**config.mk**
```make
export PLATFORM = sky130hd
export DESIGN_NAME = rdr_tx_framer
export DESIGN_NICKNAME = d
export VERILOG_FILES = /design/src/rtl/rdr_tx_pkg.sv /design/src/rtl/rdr_carrier_div.sv /design/src/rtl/rdr_slot_timer.sv /design/src/rtl/rdr_crc_a.sv /design/src/rtl/rdr_tx_framer.sv
export SDC_FILE = /design/constraint.sdc
export NUM_CORES = 1
export LEC_CHECK = 0
export ABC_AREA = 0
export CORE_ASPECT_RATIO = 1.75
export CORE_MARGIN = 2
export CORE_UTILIZATION = 25
export CTS_BUF_LIST = sky130_fd_sc_hd__clkbuf_16
export CTS_CLUSTER_SIZE = 12
export DETAILED_ROUTE_END_ITERATION = 8
export PLACE_DENSITY = 0.4
export SLEW_MARGIN = 20
export SYNTH_ARGS = -nofsm -noshare
export SYNTH_HDL_FRONTEND = slang
export SYNTH_SLANG_ARGS = --single-unit
```
**constraint.sdc**
```tcl
create_clock -name clk -period 1.9 [get_ports clk]
set_input_delay 0.38 -clock clk [delete_from_list [all_inputs] [get_ports clk]]
set_output_delay 0.38 -clock clk [all_outputs]
set_load 0.02 [all_outputs]
```
**src/rtl/rdr_tx_pkg.sv**
```systemverilog
package rdr_tx_pkg;

    localparam int BYTE_W = 8;
    localparam int NB_W   = $clog2(BYTE_W);
    localparam int BL_W   = NB_W + 1;

    localparam logic [15:0]       CRC_PRESET = 16'h6363;
    localparam logic [BYTE_W-1:0] SEL_LVL1   = 8'h93;
    localparam logic [BYTE_W-1:0] SEL_LVL2   = 8'h95;
    localparam logic [BYTE_W-1:0] SEL_LVL3   = 8'h97;
    localparam logic [BYTE_W-1:0] SEL_FULL   = 8'h70;

    typedef enum logic [2:0] {
        ST_IDLE,
        ST_SOC,
        ST_DATA,
        ST_PAR,
        ST_EOC0,
        ST_EOC1,
        ST_DONE
    } tx_state_e;

    function automatic logic is_select(input logic [BYTE_W-1:0] b);
        return (b == SEL_LVL1) || (b == SEL_LVL2) || (b == SEL_LVL3);
    endfunction

    // Byte-wise step of the reflected CRC_A (x^16+x^12+x^5+1)
    function automatic logic [15:0] crc_step(input logic [15:0] c, input logic [7:0] d);
        logic [7:0] ch;
        ch = d ^ c[7:0];
        ch = ch ^ {ch[3:0], 4'b0000};
        return {8'h00, c[15:8]} ^ {ch, 8'h00} ^ {5'b00000, ch, 3'b000} ^ {12'h000, ch[7:4]};
    endfunction

endpackage

```
**src/rtl/rdr_carrier_div.sv**
```systemverilog
module rdr_carrier_div #(
    parameter int DIV = 6
) (
    input  logic clk,
    input  logic rst_n,
    output logic phase_hi,
    output logic wrap
);
    localparam int CNT_W = (DIV > 1) ? $clog2(DIV) : 1;

    logic [CNT_W-1:0] cnt;

    always_ff @(posedge clk or negedge rst_n) begin
        if (!rst_n)
            cnt <= '0;
        else if (cnt == CNT_W'(DIV - 1))
            cnt <= '0;
        else
            cnt <= cnt + 1'b1;
    end

    assign phase_hi = (cnt < CNT_W'(DIV / 2));
    assign wrap     = (cnt == CNT_W'(DIV - 1));
endmodule

```
**src/rtl/rdr_slot_timer.sv**
```systemverilog
module rdr_slot_timer #(
    parameter int SLOT_CLK  = 768,
    parameter int PAUSE_CLK = 240
) (
    input  logic clk,
    input  logic rst_n,
    input  logic run,
    output logic slot_end,
    output logic in_head,
    output logic in_mid
);
    localparam int HALF_CLK = SLOT_CLK / 2;
    localparam int CNT_W    = $clog2(SLOT_CLK);

    logic [CNT_W-1:0] cnt;

    always_ff @(posedge clk or negedge rst_n) begin
        if (!rst_n)
            cnt <= '0;
        else if (!run || slot_end)
            cnt <= '0;
        else
            cnt <= cnt + 1'b1;
    end

    assign slot_end = run && (cnt == CNT_W'(SLOT_CLK - 1));
    assign in_head  = (cnt < CNT_W'(PAUSE_CLK));
    assign in_mid   = (cnt >= CNT_W'(HALF_CLK)) && (cnt < CNT_W'(HALF_CLK + PAUSE_CLK));
endmodule

```
**src/rtl/rdr_crc_a.sv**
```systemverilog
module rdr_crc_a
    import rdr_tx_pkg::*;
(
    input  logic              clk,
    input  logic              rst_n,
    input  logic              clear,
    input  logic              upd,
    input  logic [BYTE_W-1:0] din,
    output logic [15:0]       crc
);
    always_ff @(posedge clk or negedge rst_n) begin
        if (!rst_n)
            crc <= CRC_PRESET;
        else if (clear)
            crc <= CRC_PRESET;
        else if (upd)
            crc <= crc_step(crc, din);
    end
endmodule

```
**src/rtl/rdr_tx_framer.sv**
```systemverilog
module rdr_tx_framer
    import rdr_tx_pkg::*;
#(
    parameter int CLK_PER_CARRIER  = 6,
    parameter int CARRIERS_PER_BIT = 128,
    parameter int PAUSE_CARRIERS   = 40
) (
    input  logic              clk,
    input  logic              rst_n,
    input  logic              carrier_en,
    input  logic              s_valid,
    input  logic [BYTE_W-1:0] s_data,
    input  logic              s_last,
    input  logic [NB_W-1:0]   s_nbits,
    output logic              s_ready,
    output logic              busy,
    output logic              tx_done,
    output logic              carrier_out
);
    localparam int SLOT_CLK  = CLK_PER_CARRIER * CARRIERS_PER_BIT;
    localparam int PAUSE_CLK = PAUSE_CARRIERS * CLK_PER_CARRIER;

    tx_state_e st, st_nxt;

    // one-byte holding register
    logic              pend_vld, pend_last;
    logic [BYTE_W-1:0] pend_data;
    logic [NB_W-1:0]   pend_nb;
    logic              got_last;

    // byte in flight
    logic [BYTE_W-1:0] shreg;
    logic [BL_W-1:0]   bits_left;
    logic              has_par, par_bit, cur_last, prev_bit;
    logic [1:0]        crc_stage;

    // CRC decision tracking
    logic [1:0] byte_cnt;
    logic       first_sel, sec_full, crc_need;

    logic        div_hi, div_wrap, slot_end, in_head, in_mid, run;
    logic        load_pend, load_crc, cur_bit, pause_now, need_now, sec_now;
    logic [15:0] crc;

    rdr_carrier_div #(.DIV(CLK_PER_CARRIER)) i_div (
        .clk      (clk),
        .rst_n    (rst_n),
        .phase_hi (div_hi),
        .wrap     (div_wrap)
    );

    rdr_slot_timer #(.SLOT_CLK(SLOT_CLK), .PAUSE_CLK(PAUSE_CLK)) i_slot (
        .clk      (clk),
        .rst_n    (rst_n),
        .run      (run),
        .slot_end (slot_end),
        .in_head  (in_head),
        .in_mid   (in_mid)
    );

    rdr_crc_a i_crc (
        .clk   (clk),
        .rst_n (rst_n),
        .clear (st == ST_IDLE),
        .upd   (load_pend),
        .din   (pend_data),
        .crc   (crc)
    );

    // state register
    always_ff @(posedge clk or negedge rst_n) begin
        if (!rst_n)
            st <= ST_IDLE;
        else
            st <= st_nxt;
    end

    // transitions
    always_comb begin
        st_nxt = st;
        unique case (st)
            ST_IDLE: if (pend_vld && div_wrap) st_nxt = ST_SOC;
            ST_SOC:  if (slot_end) st_nxt = ST_DATA;
            ST_DATA: begin
                if (slot_end && bits_left == BL_W'(1))
                    st_nxt = has_par ? ST_PAR : ST_EOC0;
            end
            ST_PAR: begin
                if (slot_end)
                    st_nxt = (!cur_last || load_crc) ? ST_DATA : ST_EOC0;
            end
            ST_EOC0: if (slot_end) st_nxt = ST_EOC1;
            ST_EOC1: if (slot_end) st_nxt = ST_DONE;
            ST_DONE: st_nxt = ST_IDLE;
            default: st_nxt = ST_IDLE;
        endcase
    end

    assign run       = (st != ST_IDLE) && (st != ST_DONE);
    assign load_pend = slot_end && ((st == ST_SOC) || (st == ST_PAR && !cur_last));
    assign load_crc  = slot_end && (st == ST_PAR) && cur_last &&
                       (((crc_stage == 2'd0) && crc_need) || (crc_stage == 2'd1));
    assign sec_now   = (byte_cnt == 2'd1) ? (pend_data == SEL_FULL) : sec_full;
    assign need_now  = pend_last && (pend_nb == '0) && (byte_cnt != 2'd0) &&
                       !(first_sel && !sec_now);

    assign cur_bit = (st == ST_PAR) ? par_bit : ((st == ST_DATA) ? shreg[0] : 1'b0);

    always_comb begin
        unique case (st)
            ST_SOC:                    pause_now = in_head;
            ST_DATA, ST_PAR, ST_EOC0:  pause_now = cur_bit ? in_mid : (!prev_bit && in_head);
            default:                   pause_now = 1'b0;
        endcase
    end

    // datapath and registered carrier
    always_ff @(posedge clk or negedge rst_n) begin
        if (!rst_n) begin
            pend_vld    <= 1'b0;
            pend_last   <= 1'b0;
            pend_data   <= '0;
            pend_nb     <= '0;
            got_last    <= 1'b0;
            shreg       <= '0;
            bits_left   <= '0;
            has_par     <= 1'b0;
            par_bit     <= 1'b0;
            cur_last    <= 1'b0;
            prev_bit    <= 1'b0;
            crc_stage   <= 2'd0;
            byte_cnt    <= 2'd0;
            first_sel   <= 1'b0;
            sec_full    <= 1'b0;
            crc_need    <= 1'b0;
            carrier_out <= 1'b0;
        end else begin
            carrier_out <= carrier_en && div_hi && !pause_now;

            if (s_valid && s_ready) begin
                pend_vld  <= 1'b1;
                pend_data <= s_data;
                pend_last <= s_last;
                pend_nb   <= s_nbits;
                if (s_last) got_last <= 1'b1;
            end

            if (load_pend) begin
                pend_vld  <= 1'b0;
                shreg     <= pend_data;
                bits_left <= (pend_nb == '0 || !pend_last) ? BL_W'(BYTE_W) : {1'b0, pend_nb};
                has_par   <= (pend_nb == '0) || !pend_last;
                par_bit   <= ~^pend_data;
                cur_last  <= pend_last;
                crc_need  <= need_now;
                if (byte_cnt == 2'd0) first_sel <= is_select(pend_data);
                if (byte_cnt == 2'd1) sec_full  <= (pend_data == SEL_FULL);
                if (byte_cnt != 2'd2) byte_cnt  <= byte_cnt + 2'd1;
            end else if (load_crc) begin
                shreg     <= (crc_stage == 2'd0) ? crc[7:0] : crc[15:8];
                par_bit   <= (crc_stage == 2'd0) ? ~^crc[7:0] : ~^crc[15:8];
                bits_left <= BL_W'(BYTE_W);
                has_par   <= 1'b1;
                crc_stage <= crc_stage + 2'd1;
            end else if (slot_end && st == ST_DATA) begin
                shreg     <= shreg >> 1;
                bits_left <= bits_left - 1'b1;
            end

            if (slot_end) prev_bit <= (st == ST_SOC) ? 1'b0 : cur_bit;

            if (st == ST_DONE) begin
                got_last  <= 1'b0;
                byte_cnt  <= 2'd0;
                crc_stage <= 2'd0;
                cur_last  <= 1'b0;
            end
        end
    end

    // outputs
    always_comb begin
        s_ready = !pend_vld && !got_last;
        busy    = (st != ST_IDLE);
        tx_done = (st == ST_DONE);
    end
endmodule

```
# Word level (Yosys, flattened, before mapping)
# Index checks and enable logic that the tools add are counted.
[op_classes]
order_cmp = 4
reduce_logical = 61
n_eq_ne = 24
n_addsub = 5
n_mux = 45
n_bitwise = 5
[op_table]
columns = ["operator", "n"]
rows = [
  ["$mux W16", 2],
  ["$mux W8", 4],
  ["$mux W3", 9],
  ["$eq A8 B8 Y1 const B", 3],
  ["$reduce_xnor A8 Y1", 3],
  ["$logic_and A1 B1 Y1", 21],
  ["$pmux W3 S6", 1],
  ["$reduce_bool A2 Y1", 9],
  ["$mux W1", 17],
  ["$mux W4", 4],
  ["$xor A16 B11 Y16", 1],
  ["$xor A16 B4 Y16", 1],
  ["$xor A8 B16 Y16", 1],
  ["$xor A8 B8 Y8", 2],
  ["$eq A3 B3 Y1 const B", 4],
  ["$mux W2", 6],
  ["$add A10 B1 Y10 const B", 1],
  ["$eq A10 B10 Y1 const B", 1],
  ["$ge A10 B9 Y1 const B", 1],
  ["$lt A10 B10 Y1 const B", 1],
  ["$lt A10 B8 Y1 const B", 1],
  ["$mux W10", 1],
  ["$logic_not A1 Y1", 9],
  ["$eq A8 B7 Y1 const B", 1],
  ["other kinds (19)", 40],
]
[totals]
in_bits = 16
word_cells = 165
out_inout_bits = 4
ff_bits = 70

# Logic depth before layout (Yosys ltp)
# Gate-level depths: netlist (run 1).
[depth]
ltp_word = 10
ltp_mapped = 9
mapped_depth_nobuf = 7

# By module
# From an unflattened synthesis (run 1), not the netlist that was laid out.
[unflattened]
hier_cells = 417
hier_area_um2 = 4287.9
[by_module_without_submodules]
columns = ["mod", "cells_per_inst", "area_each_um2", "seq_area_each_um2", "instances"]
rows = [
  ["rdr_tx_framer", 271, 2601.2, 1026.0, 1],
  ["rdr_crc_a", 80, 1029.7, 410.4, 1],
  ["rdr_slot_timer", 56, 536.8, 250.2, 1],
  ["rdr_carrier_div", 10, 120.1, 75.1, 1],
]

# Least setup slack after synthesis (run 1)
# Ideal clock, no wire load.
[synth_path]
kind = "reg2reg"
start = "register i_slot.cnt[0]"
end = "register bits_left[2]"
path_slack_ns = 0.047
t_required_ns = 1.779
n_path_buf = 2
period_less_slack_ns = 1.853
arrival_ns = 1.732
path_stages_with_launch = 9
setup_time_ns = 0.121
cell_sequence = "dfrtp_1 -> ha_1 -> and3_1 -> buf_6 -> and3_2 -> buf_2 -> and3_1 -> o2bb2ai_1 -> a22o_1"
[synth_between]
elab_chain_len = 7
word_cells_on_any_way = 10
classes_between = "eq/ne (1); mux (2); reduce/logical (7)"
[synth_rtl]
columns = ["element", "line", "rtl"]
rows = [
  ["start, declared", "rdr_slot_timer.sv:15", "logic [CNT_W-1:0] cnt;"],
  ["start signal, assigned", "rdr_slot_timer.sv:23", "cnt <= cnt + 1'b1;"],
  ["$eq A10 B10 Y1 *", "rdr_slot_timer.sv:26", "assign slot_end = run && (cnt == CNT_W'(SLOT_CLK - 1));"],
  ["$logic_and A1 B1 Y1 *", "rdr_slot_timer.sv:26", ""],
  ["$logic_and A1 B1 Y1 (3 in series)", "rdr_tx_framer.sv:101", "assign load_crc = slot_end && (st == ST_PAR) && cur_last &&"],
  ["$mux W4", "rdr_tx_framer.sv:159", "end else if (load_crc) begin"],
  ["$mux W4", "rdr_tx_framer.sv:148", "if (load_pend) begin"],
  ["end signal, assigned", "rdr_tx_framer.sv:151", "bits_left <= (pend_nb == '0 || !pend_last) ? BL_W'(BYTE_W) : {1'b0, pend_nb};"],
  ["end signal, assigned", "rdr_tx_framer.sv:162", "bits_left <= BL_W'(BYTE_W);"],
  ["end signal, assigned", "rdr_tx_framer.sv:167", "bits_left <= bits_left - 1'b1;"],
  ["end, declared", "rdr_tx_framer.sv:33", "logic [BL_W-1:0] bits_left;"],
]
# Mark *: on every way between the ends. The rest lies on a longest branch, timed or not.
# A chain may end at the register's enable or synchronous reset.

# Worst setup path in the final report (run 1)
[layout_path]
start = "register crc_stage[1]"
end = "register shreg[1]"
[layout_between]
elab_chain_len = 6
word_cells_on_any_way = 9
classes_between = "eq/ne (1); mux (3); reduce/logical (5)"
[layout_rtl]
columns = ["element", "line", "rtl"]
rows = [
  ["start, declared", "rdr_tx_framer.sv:35", "logic [1:0] crc_stage;"],
  ["start signal, assigned", "rdr_tx_framer.sv:164", "crc_stage <= crc_stage + 2'd1;"],
  ["$logic_not A2 Y1", "rdr_tx_framer.sv:102, rdr_tx_framer.sv:160", ""],
  ["$logic_and A1 B1 Y1", "rdr_tx_framer.sv:102", "(((crc_stage == 2'd0) && crc_need) || (crc_stage == 2'd1));"],
  ["$logic_or A1 B1 Y1", "rdr_tx_framer.sv:102", ""],
  ["$logic_and A1 B1 Y1", "rdr_tx_framer.sv:101", ""],
  ["$mux W8", "rdr_tx_framer.sv:159", ""],
  ["$mux W8", "rdr_tx_framer.sv:148", ""],
  ["end signal, assigned", "rdr_tx_framer.sv:150", "shreg <= pend_data;"],
  ["end signal, assigned", "rdr_tx_framer.sv:160", "shreg <= (crc_stage == 2'd0) ? crc[7:0] : crc[15:8];"],
  ["end signal, assigned", "rdr_tx_framer.sv:166", "shreg <= shreg >> 1;"],
  ["end, declared", "rdr_tx_framer.sv:32", "logic [BYTE_W-1:0] shreg;"],
]
# Parallel ways exist; a longest one is shown, timed or not.

==> run metrics, run 1 <==
vias per cell=4.653; Synth Instances=419; Crit Reg-Reg Endpoint=shreg[1]; RSZ-0062 raised after global routing=yes; vias in the first global route=3330; initial antenna violation count=0; WP data required=2.11 ns; fin crit share=95.79%; clk_lat worst skew=0.33 ns; GR Overflow Total=0; CTS clk-pin slew, worst paths=0.06 ns; fin util=31.99%; Post-synth ARST share=100.0%; initial cell density of the core=25.28%; Avg Cell Area, Syn=9.532 um^2; Area after DPL=4681 um^2; hold_buf cts=0; total CTS buffers=9; peak supply drop=0.6163 mV; WL final=10710 um; die height=171.2 um; Boundary Pins=20; 1st-iter DRT viols=80; fin crit period=1.820 ns; flop2flop setup slack=0.08 ns; overall power=5.829 mW; Yosys warning total=0; Hold WC Path Type=in -> async; Setup crit end kind=register; Post-synth EDFFs=0; chip width=99.55 um; WHS=0.06710 ns; root buf cell=clkbuf_16; setup violators final=0; endpoints failing hold=0; routing usage on met3=1.950%; crit path max fanout=6; antenna diode count=0; HPWL Detailed=8123 um; fmax=549.5 MHz; top_reg_cell synth=dfrtp_1; input/output buffers=19; die area=17040 um^2; post-synth cell types=53; # DRC=0; worst r2r path cells=8; status=finished, final reports clean; Setup CP Type=reg -> reg; Rel. slew slack=71.58%; core area=15800 um^2; WL per Instance=15.88 um; layout cells sized above 1=21.86%; Leak Pwr=2.144 nW; largest net degree at the start of global routing=71; GPL Wtd Cong=0.7967; max_cap viols=0; Tightest Pin Transition=0.4233 ns; H-tree levels=3; Synth Register Bits=70; # fillers=1623; clock skew=0.009337 ns; synthesized area=3994 um^2; clock tree sinks=70; Final ANT Viol Nets=0; Slew Viols, Final=0; via count=3136; CP startpoint kind=register; CTS tree=yes; sequential area share after synthesis=44.11%; P per Cell Area=1153 nW/um^2; M2 GR Usage=25.82%; Crit path arrival time=2.03 ns; Pre-antenna DRT Iters=4; GRT met1 Usage=14.52%; most frequent cells in the layout=dfrtp_1 (62), nand2_1 (41), buf_4 (41); Total GRT Usage=13.52%; gr busiest metal=met2; worst r2r src=crc_stage[1]; Bufs on Longest Clock Path=2; Nets=514; most common cell after layout, fill and taps aside=dfrtp_1; synthesis-to-layout area growth=26.57%; post-route cell area=5055 um^2; first-pass GRT wire length=17700 um; # rows=61; syn_nets=453
-- area by class of cell --
class,instances,area (um^2),share of cell area (%)
multi-input cells,310,2095,41.44
flip-flops and latches,70,1762,34.85
repair buffers,66,575.6,11.39
well taps,189,236.5,4.678
clock buffers,9,225.2,4.455
inverters,23,86.33,1.708
clock inverters,7,75.07,1.485
-- report_power, final --
| group | switching, mW | internal [mW] |
|---|---|---|
| sequential | 0.161 | 1.70 |
| combinational | 1.27 | 0.984 |
| clock | 0.692 | 1.02 |
| total | 2.13 | 3.70 |
-- repair_timing --
| item | 4_1_cts | 5_1_grt |
|---|---|---|
| pin swaps | 0 | 6 |
| buffers inserted | 0 | 5 |
| gates cloned | 0 | 0 |
| gates resized for setup | 4 | 19 |
| endpoints found under the hold margin | 0 | 0 |
| endpoints found under the setup margin | 3 | 21 |
-- critical path, cell delays in order, from the launching register on --
cell and delay, ns:
dfrtp_1 0.37, inv_1 0.08, ha_2 0.18, a21o_1 0.18, nor2_2 0.05, or4_4 0.55, buf_4 0.17, nand2_1 0.05
o21ai_1 0.05
-- synth_stat cells (7+ instances only) --
cell | number | area, um^2
a21oi_1 | 14 | 70.07
buf_2 | 10 | 50.05
dfrtp_1 | 62 | 1551
dfstp_2 | 8 | 210.2
ha_1 | 18 | 225.2
inv_1 | 23 | 86.33
mux2_2 | 13 | 146.4
mux2i_1 | 7 | 70.07
nand2_1 | 44 | 165.2
nand3_1 | 17 | 85.08
nor2_1 | 33 | 123.9
nor3_1 | 11 | 55.05
o21ai_0 | 32 | 160.2
o21ai_1 | 9 | 45.04
o22ai_1 | 9 | 56.30
xnor2_1 | 40 | 350.3
xor2_1 | 9 | 78.83
-- flip-flops by register name (all words and copies together) (netlist names), 2 cells and up --
register	count
bits_left	4
byte_cnt	2
crc_stage	2
i_crc.crc	16
i_div.cnt	3
i_slot.cnt	10
pend_data	8
pend_nb	3
shreg	8
st	3
-- stage by stage --
step	cells	setup slack, ns	setup TNS [ns]
floorplan	419	0.04728	0
global placement	653	0.05949	0
detailed placement	653	0.01976	0
CTS	669	0.009295	0
global route	674	-0.03126	-0.1060
finish	674	0.08004	0
-- logic make-up after synthesis --
family / after synthesis / share of synthesized area, %
AOI/OAI and AO/OA: 86 / 12.62
xor gates and xnor gates: 49 / 10.75
adders and majority gates: 18 / 5.639
buffers and inverters: 39 / 4.354
DFF: 70 / 44.11
muxes: 20 / 5.420
and+or+nand+nor: 137 / 17.11
-- layer usage --
| layer | share of wire (%) | vias up |
|---|---|---|
| li1 | - | 1563 |
| met1 | 39 | 1533 |
| met2 | 57 | 26 |
| met3 | 1.3 | 14 |
| met4 | 2.5 | 0 |
| met5 | 0 | - |
-- how the worst max path moves through the flow --
stage	slack, ns	startpoint	end
5_1_grt	-0.03	crc_stage[0]	shreg[1]
6_report	0.08	crc_stage[1]	shreg[1]
2_1_floorplan	0.05	i_slot.cnt[0]	bits_left[2]
4_1_cts	0.009	st[1]	tx_done
3_5_place_dp	0.02	i_slot.cnt[1]	bits_left[2]
3_3_place_gp	0.06	i_slot.cnt[1]	shreg[0]
Note: power is estimated with default switching activity, not from simulation.
==> run 2: changes to the inputs <==
--- a/config.mk
+++ b/config.mk
@@ -6,13 +6,14 @@
 export NUM_CORES = 1
 export LEC_CHECK = 0
 export ABC_AREA = 0
+export ABC_CLOCK_PERIOD_IN_PS = 1870
 export CORE_ASPECT_RATIO = 1.75
 export CORE_MARGIN = 2
 export CORE_UTILIZATION = 25
 export CTS_BUF_LIST = sky130_fd_sc_hd__clkbuf_16
 export CTS_CLUSTER_SIZE = 12
 export DETAILED_ROUTE_END_ITERATION = 8
-export PLACE_DENSITY = 0.4
+export PLACE_DENSITY = 0.39
 export SLEW_MARGIN = 20
 export SYNTH_ARGS = -nofsm -noshare
 export SYNTH_HDL_FRONTEND = slang
==> constraint.sdc (replaced) <==
create_clock -name clk -period 1.87 [get_ports clk]
set_input_delay 0.374 -clock clk [delete_from_list [all_inputs] [get_ports clk]]
set_output_delay 0.374 -clock clk [all_outputs]
set_load 0.02 [all_outputs]
==> run 2 against run 1 <==
Critical path depth shrank 1; via count grew 1.9%; highest routed layer unchanged; sequential share of layout area shrank 0.40 points; cell area grew 1.2%; global-route usage grew 0.14 points; critical endpoint is now shreg[7]; total power grew 2.4%; sequential power grew 3%; clock power is essentially flat; fmax grew 1.0%.
==> run metrics, run 2 (same netlist as run 1, synthesis figures left out) <==
WP data required=2.09 ns (-0.02 ns); Hold WC Path Type=reg -> reg; sequential power share=31.9% (about the same); fmax=555.0 MHz (+1.0%); WL per Instance=16.14 um (+1.6%); most common cell after layout, fill and taps aside=dfrtp_1; worst r2r path cells=7 (-1); max_cap viols=0 (unchanged); root buf cell=clkbuf_16; flop2flop setup slack=0.07 ns (about the same); GPL Wtd Cong=0.7890 (-0.97%); layout cells sized above 1=22.54% (+0.69 points); largest net degree at the start of global routing=31 (-56%); chip width=99.55 um (unchanged); antenna diode count=0 (unchanged); die height=171.2 um (unchanged); Largest Register=i_crc.crc; vias per cell=4.722 (+1.5%); post-route cell area=5117 um^2 (+1.2%); status=finished, final reports clean; Total GRT Usage=13.66% (+0.14 points); CP peak stage delay=0.55 ns (about the same); core area=15800 um^2 (unchanged); synthesis-to-layout area growth=28.13%; Rel. slew slack=67.79% (-3.8 points); hold path start=i_div.cnt[0]; Final ANT Viol Nets=0 (unchanged); Nets=517 (+0.58%); setup_tns=0 ns (unchanged); max reg flops=16 (unchanged); Clk pwr share=28.8% (-0.6 points); total CTS buffers=9 (unchanged); Slowest-stage cell, CP=or4_4; # DRC=0 (unchanged); Pre-antenna DRT Iters=4 (unchanged); clock skew=0.01078 ns (+0.001442 ns); clock tree sinks=70 (unchanged); metal3 WL=207 um (+54%); Slew Viols, Final=0 (unchanged); CP startpoint kind=register; Setup CP Type=reg -> reg; Int Pwr=3.767 mW (+1.8%); 1st-iter DRT viols=96 (+20%); worst r2r src=crc_stage[1]; overall power=5.971 mW (+2.4%); CTS tree=yes; Comb pwr share=39.2% (+0.4 points); Cells on Worst Hold Path=1; clk_lat worst skew=0.34 ns (about the same); Bufs on Longest Clock Path=2 (unchanged); Leak Pwr=2.154 nW (+0.49%); CTS clk-pin slew, worst paths=0.06 ns (about the same); vias in the first global route=3351 (+0.63%); WL final=10920 um (+2.0%); ordered cell list for the critical path=inv_1 -> ha_2 -> a21o_4 -> nor2_4 -> or4_4 -> a22oi_2 -> o21ai_1; met2 wire len=6280 um (+2.4%); die area=17040 um^2 (unchanged); Boundary Pins=20 (unchanged); Crit path arrival time=2.02 ns (about the same); GR Overflow Total=0 (unchanged); Top Metal Used=met4; largest registers=i_crc.crc: 16 flops, i_slot.cnt: 10 flops; fin util=32.39% (+0.40 points); fin crit period=1.802 ns (-0.01802 ns); endpoints failing hold=0 (unchanged); Tightest Pin Transition=0.4796 ns (+0.05638 ns); initial antenna violation count=0 (unchanged); initial cell density of the core=25.28% (unchanged); most frequent cells in the layout=dfrtp_1 (61), buf_4 (44), nand2_1 (43); first-pass GRT wire length=17660 um (-0.23%); # rows=61 (unchanged); Sw Pwr=2.204 mW (+3.6%); crit path max fanout=5 (-1); HPWL Detailed=8279 um (+1.9%); via count=3197 (+1.9%); setup violators final=0 (unchanged); hold path endpoint=i_div.cnt[0]; CP Buf/Inv Count=1 (-1); Setup crit end kind=register; P per Cell Area=1167 nW/um^2 (+1.2%); WHS=0.4875 ns (+0.4204 ns); # fillers=1671 (+3.0%); CP delay by family, top=simple AND/OR/NAND/NOR gates; Area after DPL=4713 um^2 (+0.69%); fin crit share=96.36% (+0.57 points); input/output buffers=19 (unchanged); Net Sw Frac=36.91% (+0.42 points); Crit Reg-Reg Endpoint=shreg[7]; met1 wire length=4138 um (-0.60%); peak supply drop=0.4885 mV (-21%); H-tree levels=3 (unchanged)
run 2: cell type report:
type                       count  area, um^2  share of cell area (%)
clock buffer                   9       225.2                   4.401
clock inverter                 7       65.06                   1.271
inverter                      23       86.33                   1.687
multi-input combinational    310        2127                   41.56
sequential                    70        1763                   34.45
tap                          189       236.5                   4.621
timing repair buffer          69       614.3                   12.00
run 2: how the worst max path moves through the flow:
stage	from	to	slack, ns	cells past startpoint
2_1_floorplan	i_slot.cnt[0]	bits_left[2]	0.02	8
3_3_place_gp	i_slot.cnt[1]	bits_left[2]	-0.28	7
3_5_place_dp	i_slot.cnt[1]	bits_left[2]	-0.28	7
4_1_cts	crc_stage[1]	shreg[5]	0.003	8
5_1_grt	st[0]	par_bit	-0.01	7
6_report	crc_stage[1]	shreg[7]	0.07	7
run 2: what timing repair did:
action                     4_1_cts  5_1_grt
pin swaps                        1        3
gates resized for setup          9       20
setup endpoints to repair       12       19
hold endpoints to repair        28        0
setup buffers                    0        3
hold buffers                     1        0
run 2: through the flow:
stage                     worst slack [ns]  std cells
after global placement             -0.2775        657
after floorplan                    0.01728        419
after global routing              -0.01322        677
final                              0.06807        677
after detailed placement           -0.2758        657
after CTS                         0.003149        674
run 2: metal layers:
metal	global-route usage, %	vias to the layer above
li1	-	1564
met1	13.98	1575
met2	26.15	41
met3	2.601	17
met4	6.432	0
met5	0	-
run 2: power groups by stage:
stage	combinational (mW)	sequential, mW	clock, mW
2_1_floorplan	1.35	1.92	0
3_3_place_gp	2.35	1.93	0
3_5_place_dp	2.37	1.93	0
4_1_cts	2.38	1.90	1.77
5_1_grt	2.59	1.94	1.83
6_report	2.34	1.91	1.72
==> run 3: changes to the inputs <==
--- a/config.mk
+++ b/config.mk
@@ -9,11 +9,11 @@
 export ABC_CLOCK_PERIOD_IN_PS = 1870
 export CORE_ASPECT_RATIO = 1.75
 export CORE_MARGIN = 2
-export CORE_UTILIZATION = 25
+export CORE_UTILIZATION = 40
 export CTS_BUF_LIST = sky130_fd_sc_hd__clkbuf_16
 export CTS_CLUSTER_SIZE = 12
 export DETAILED_ROUTE_END_ITERATION = 8
-export PLACE_DENSITY = 0.39
+export PLACE_DENSITY = 0.56
 export SLEW_MARGIN = 20
 export SYNTH_ARGS = -nofsm -noshare
 export SYNTH_HDL_FRONTEND = slang
==> run 3 against run 2 <==
Non-clock buffer count shrank 4; largest cell class unchanged; first-iteration DRC count rose by 25%; die area down 36%.
==> run metrics, run 3 (same netlist as run 1, synthesis figures left out) <==
Slew Viols, Final=0 (unchanged); Crit path arrival time=1.42 ns (-0.60 ns); chip width=79.54 um (-20%); endpoints failing hold=0 (unchanged); crit path max fanout=7 (+2); Rel. slew slack=65.19% (-2.6 points); max reg flops=16 (unchanged); core area=9789 um^2 (-38%); RSZ-0062 raised after global routing=no; vias in the first global route=3212 (-4.1%); WL per Instance=15.70 um (-2.7%); Post-Place Cells=590 (-10%); most frequent cells in the layout=dfrtp_1 (62), nand2_1 (42), xnor2_1 (40), buf_4 (40), nor2_1 (33); # fillers=909 (-46%); P per Cell Area=1201 nW/um^2 (+2.9%); input/output buffers=19 (unchanged); peak supply drop=0.7729 mV (+58%); Setup crit end kind=output port; Hold WC Path Type=in -> async; Boundary Pins=20 (unchanged); initial antenna violation count=0 (unchanged); initial cell density of the core=40.80% (+16 points); # rows=48 (-21%); max_cap viols=0 (unchanged); 1st-iter DRT viols=120 (+25%); CTS clk-pin slew, worst paths=0.06 ns (about the same); most common cell after layout, fill and taps aside=dfrtp_1; Tightest Pin Transition=0.5222 ns (+0.04253 ns); setup violators final=0 (unchanged); antenna diode count=0 (unchanged); Setup CP Type=reg -> out; CP startpoint kind=register; fin crit period=1.790 ns (-0.01168 ns); # DRC=0 (unchanged); status=finished, final reports clean; WL final=9559 um (-12%); synthesis-to-layout area growth=25.31%; largest net degree at the start of global routing=29 (-6.5%); layout cells sized above 1=21.49% (-1.1 points); Bufs on Longest Clock Path=2 (unchanged); HPWL Detailed=7405 um (-11%); WP data required=1.50 ns (-0.59 ns); clk_lat worst skew=0.33 ns (about the same); first-pass GRT wire length=15800 um (-11%); Nets=513 (-0.77%); root buf cell=clkbuf_16; Largest Register=i_crc.crc; fmax=558.6 MHz (+0.65%); die area=10830 um^2 (-36%); CTS tree=yes; Final ANT Viol Nets=0 (unchanged); setup_tns=0 ns (unchanged); vias per cell=5.190 (+9.9%); clock skew=0.005823 ns (-0.004956 ns); largest registers=i_crc.crc: 16 flops, i_slot.cnt: 10 flops; Total GRT Usage=19.17% (+5.5 points); via count=3161 (-1.1%); GPL Wtd Cong=0.8384 (+6.3%); Final Non-Filler Cells=609 (-10%); fin crit share=95.74% (-0.62 points); clock tree sinks=70 (unchanged); Leak Pwr=2.155 nW (about the same); GR Overflow Total=0 (unchanged); total CTS buffers=9 (unchanged); die height=136.2 um (-20%); H-tree levels=3 (unchanged); overall power=6.009 mW (+0.64%); Pre-antenna DRT Iters=4 (unchanged)
## run 3: metal layers
layer / global-route usage, % / up-vias / wire [um]
li1: - / 1565 / -
met1: 20.58 / 1533 / 3774
met2: 36.46 / 43 / 5325
met3: 2.191 / 20 / 155
met4: 8.716 / 0 / 304
met5: 0 / - / 0
## run 3: path summary, 6_finish.rpt
path                               start           end  slack, ns  depth (start not counted)
max reg2reg                i_slot.cnt[1]      shreg[2]       0.10                          7
min reg2reg                     crc_need      crc_need       0.49                          2
min                                rst_n  i_div.cnt[0]       0.01                          1
max                                st[0]          busy       0.08                          4
min in group clk                crc_need      crc_need       0.49                          2
max in group asynchronous          rst_n  i_crc.crc[0]       1.26                          2
## run 3: cell type report
type	instances	area (um^2)	area share, %
Inverter	23	86.33	1.725
Clock inverter	7	97.59	1.950
Multi-Input combinational cell	310	2090	41.75
Tap cell	125	156.4	3.125
Clock buffer	9	225.2	4.500
Sequential cell	70	1762	35.20
Timing Repair Buffer	65	588.1	11.75
## run 3: metrics by stage
| step | hold slack, ns | setup slack (ns) | utilization (%) | area [um^2] |
|---|---|---|---|---|
| after floorplan | 0.07841 | 0.01728 | - | 3994 |
| after global placement | 0.3804 | 0.01358 | 47.20 | 4621 |
| after detailed placement | 0.3766 | -0.03202 | 47.20 | 4621 |
| after CTS | 0.02410 | 0.01710 | 50.55 | 4949 |
| after global routing | 0.05629 | 0.006790 | 51.12 | 5005 |
| final | 0.01161 | 0.07974 | 51.12 | 5005 |
## run 3: critical path, stage by stage (launching register included)
cell,delay [ns]
dfrtp_1,0.38
buf_4,0.17
nor3_4,0.16
inv_1,0.08
clkdlybuf4s15_1,0.29
## run 3: power breakdown
part | switching (mW) | internal (mW) | total (mW)
Combinational | 1.26 | 1.01 | 2.27
Clock | 0.683 | 1.17 | 1.86
Sequential | 0.158 | 1.72 | 1.88
Total | 2.10 | 3.91 | 6.01
## run 3: what timing repair did
item,4_1_cts,5_1_grt
pin swaps,0,2
buffers inserted,0,3
gates resized for setup,6,12
setup endpoints to repair,8,15
hold buffers,0,0
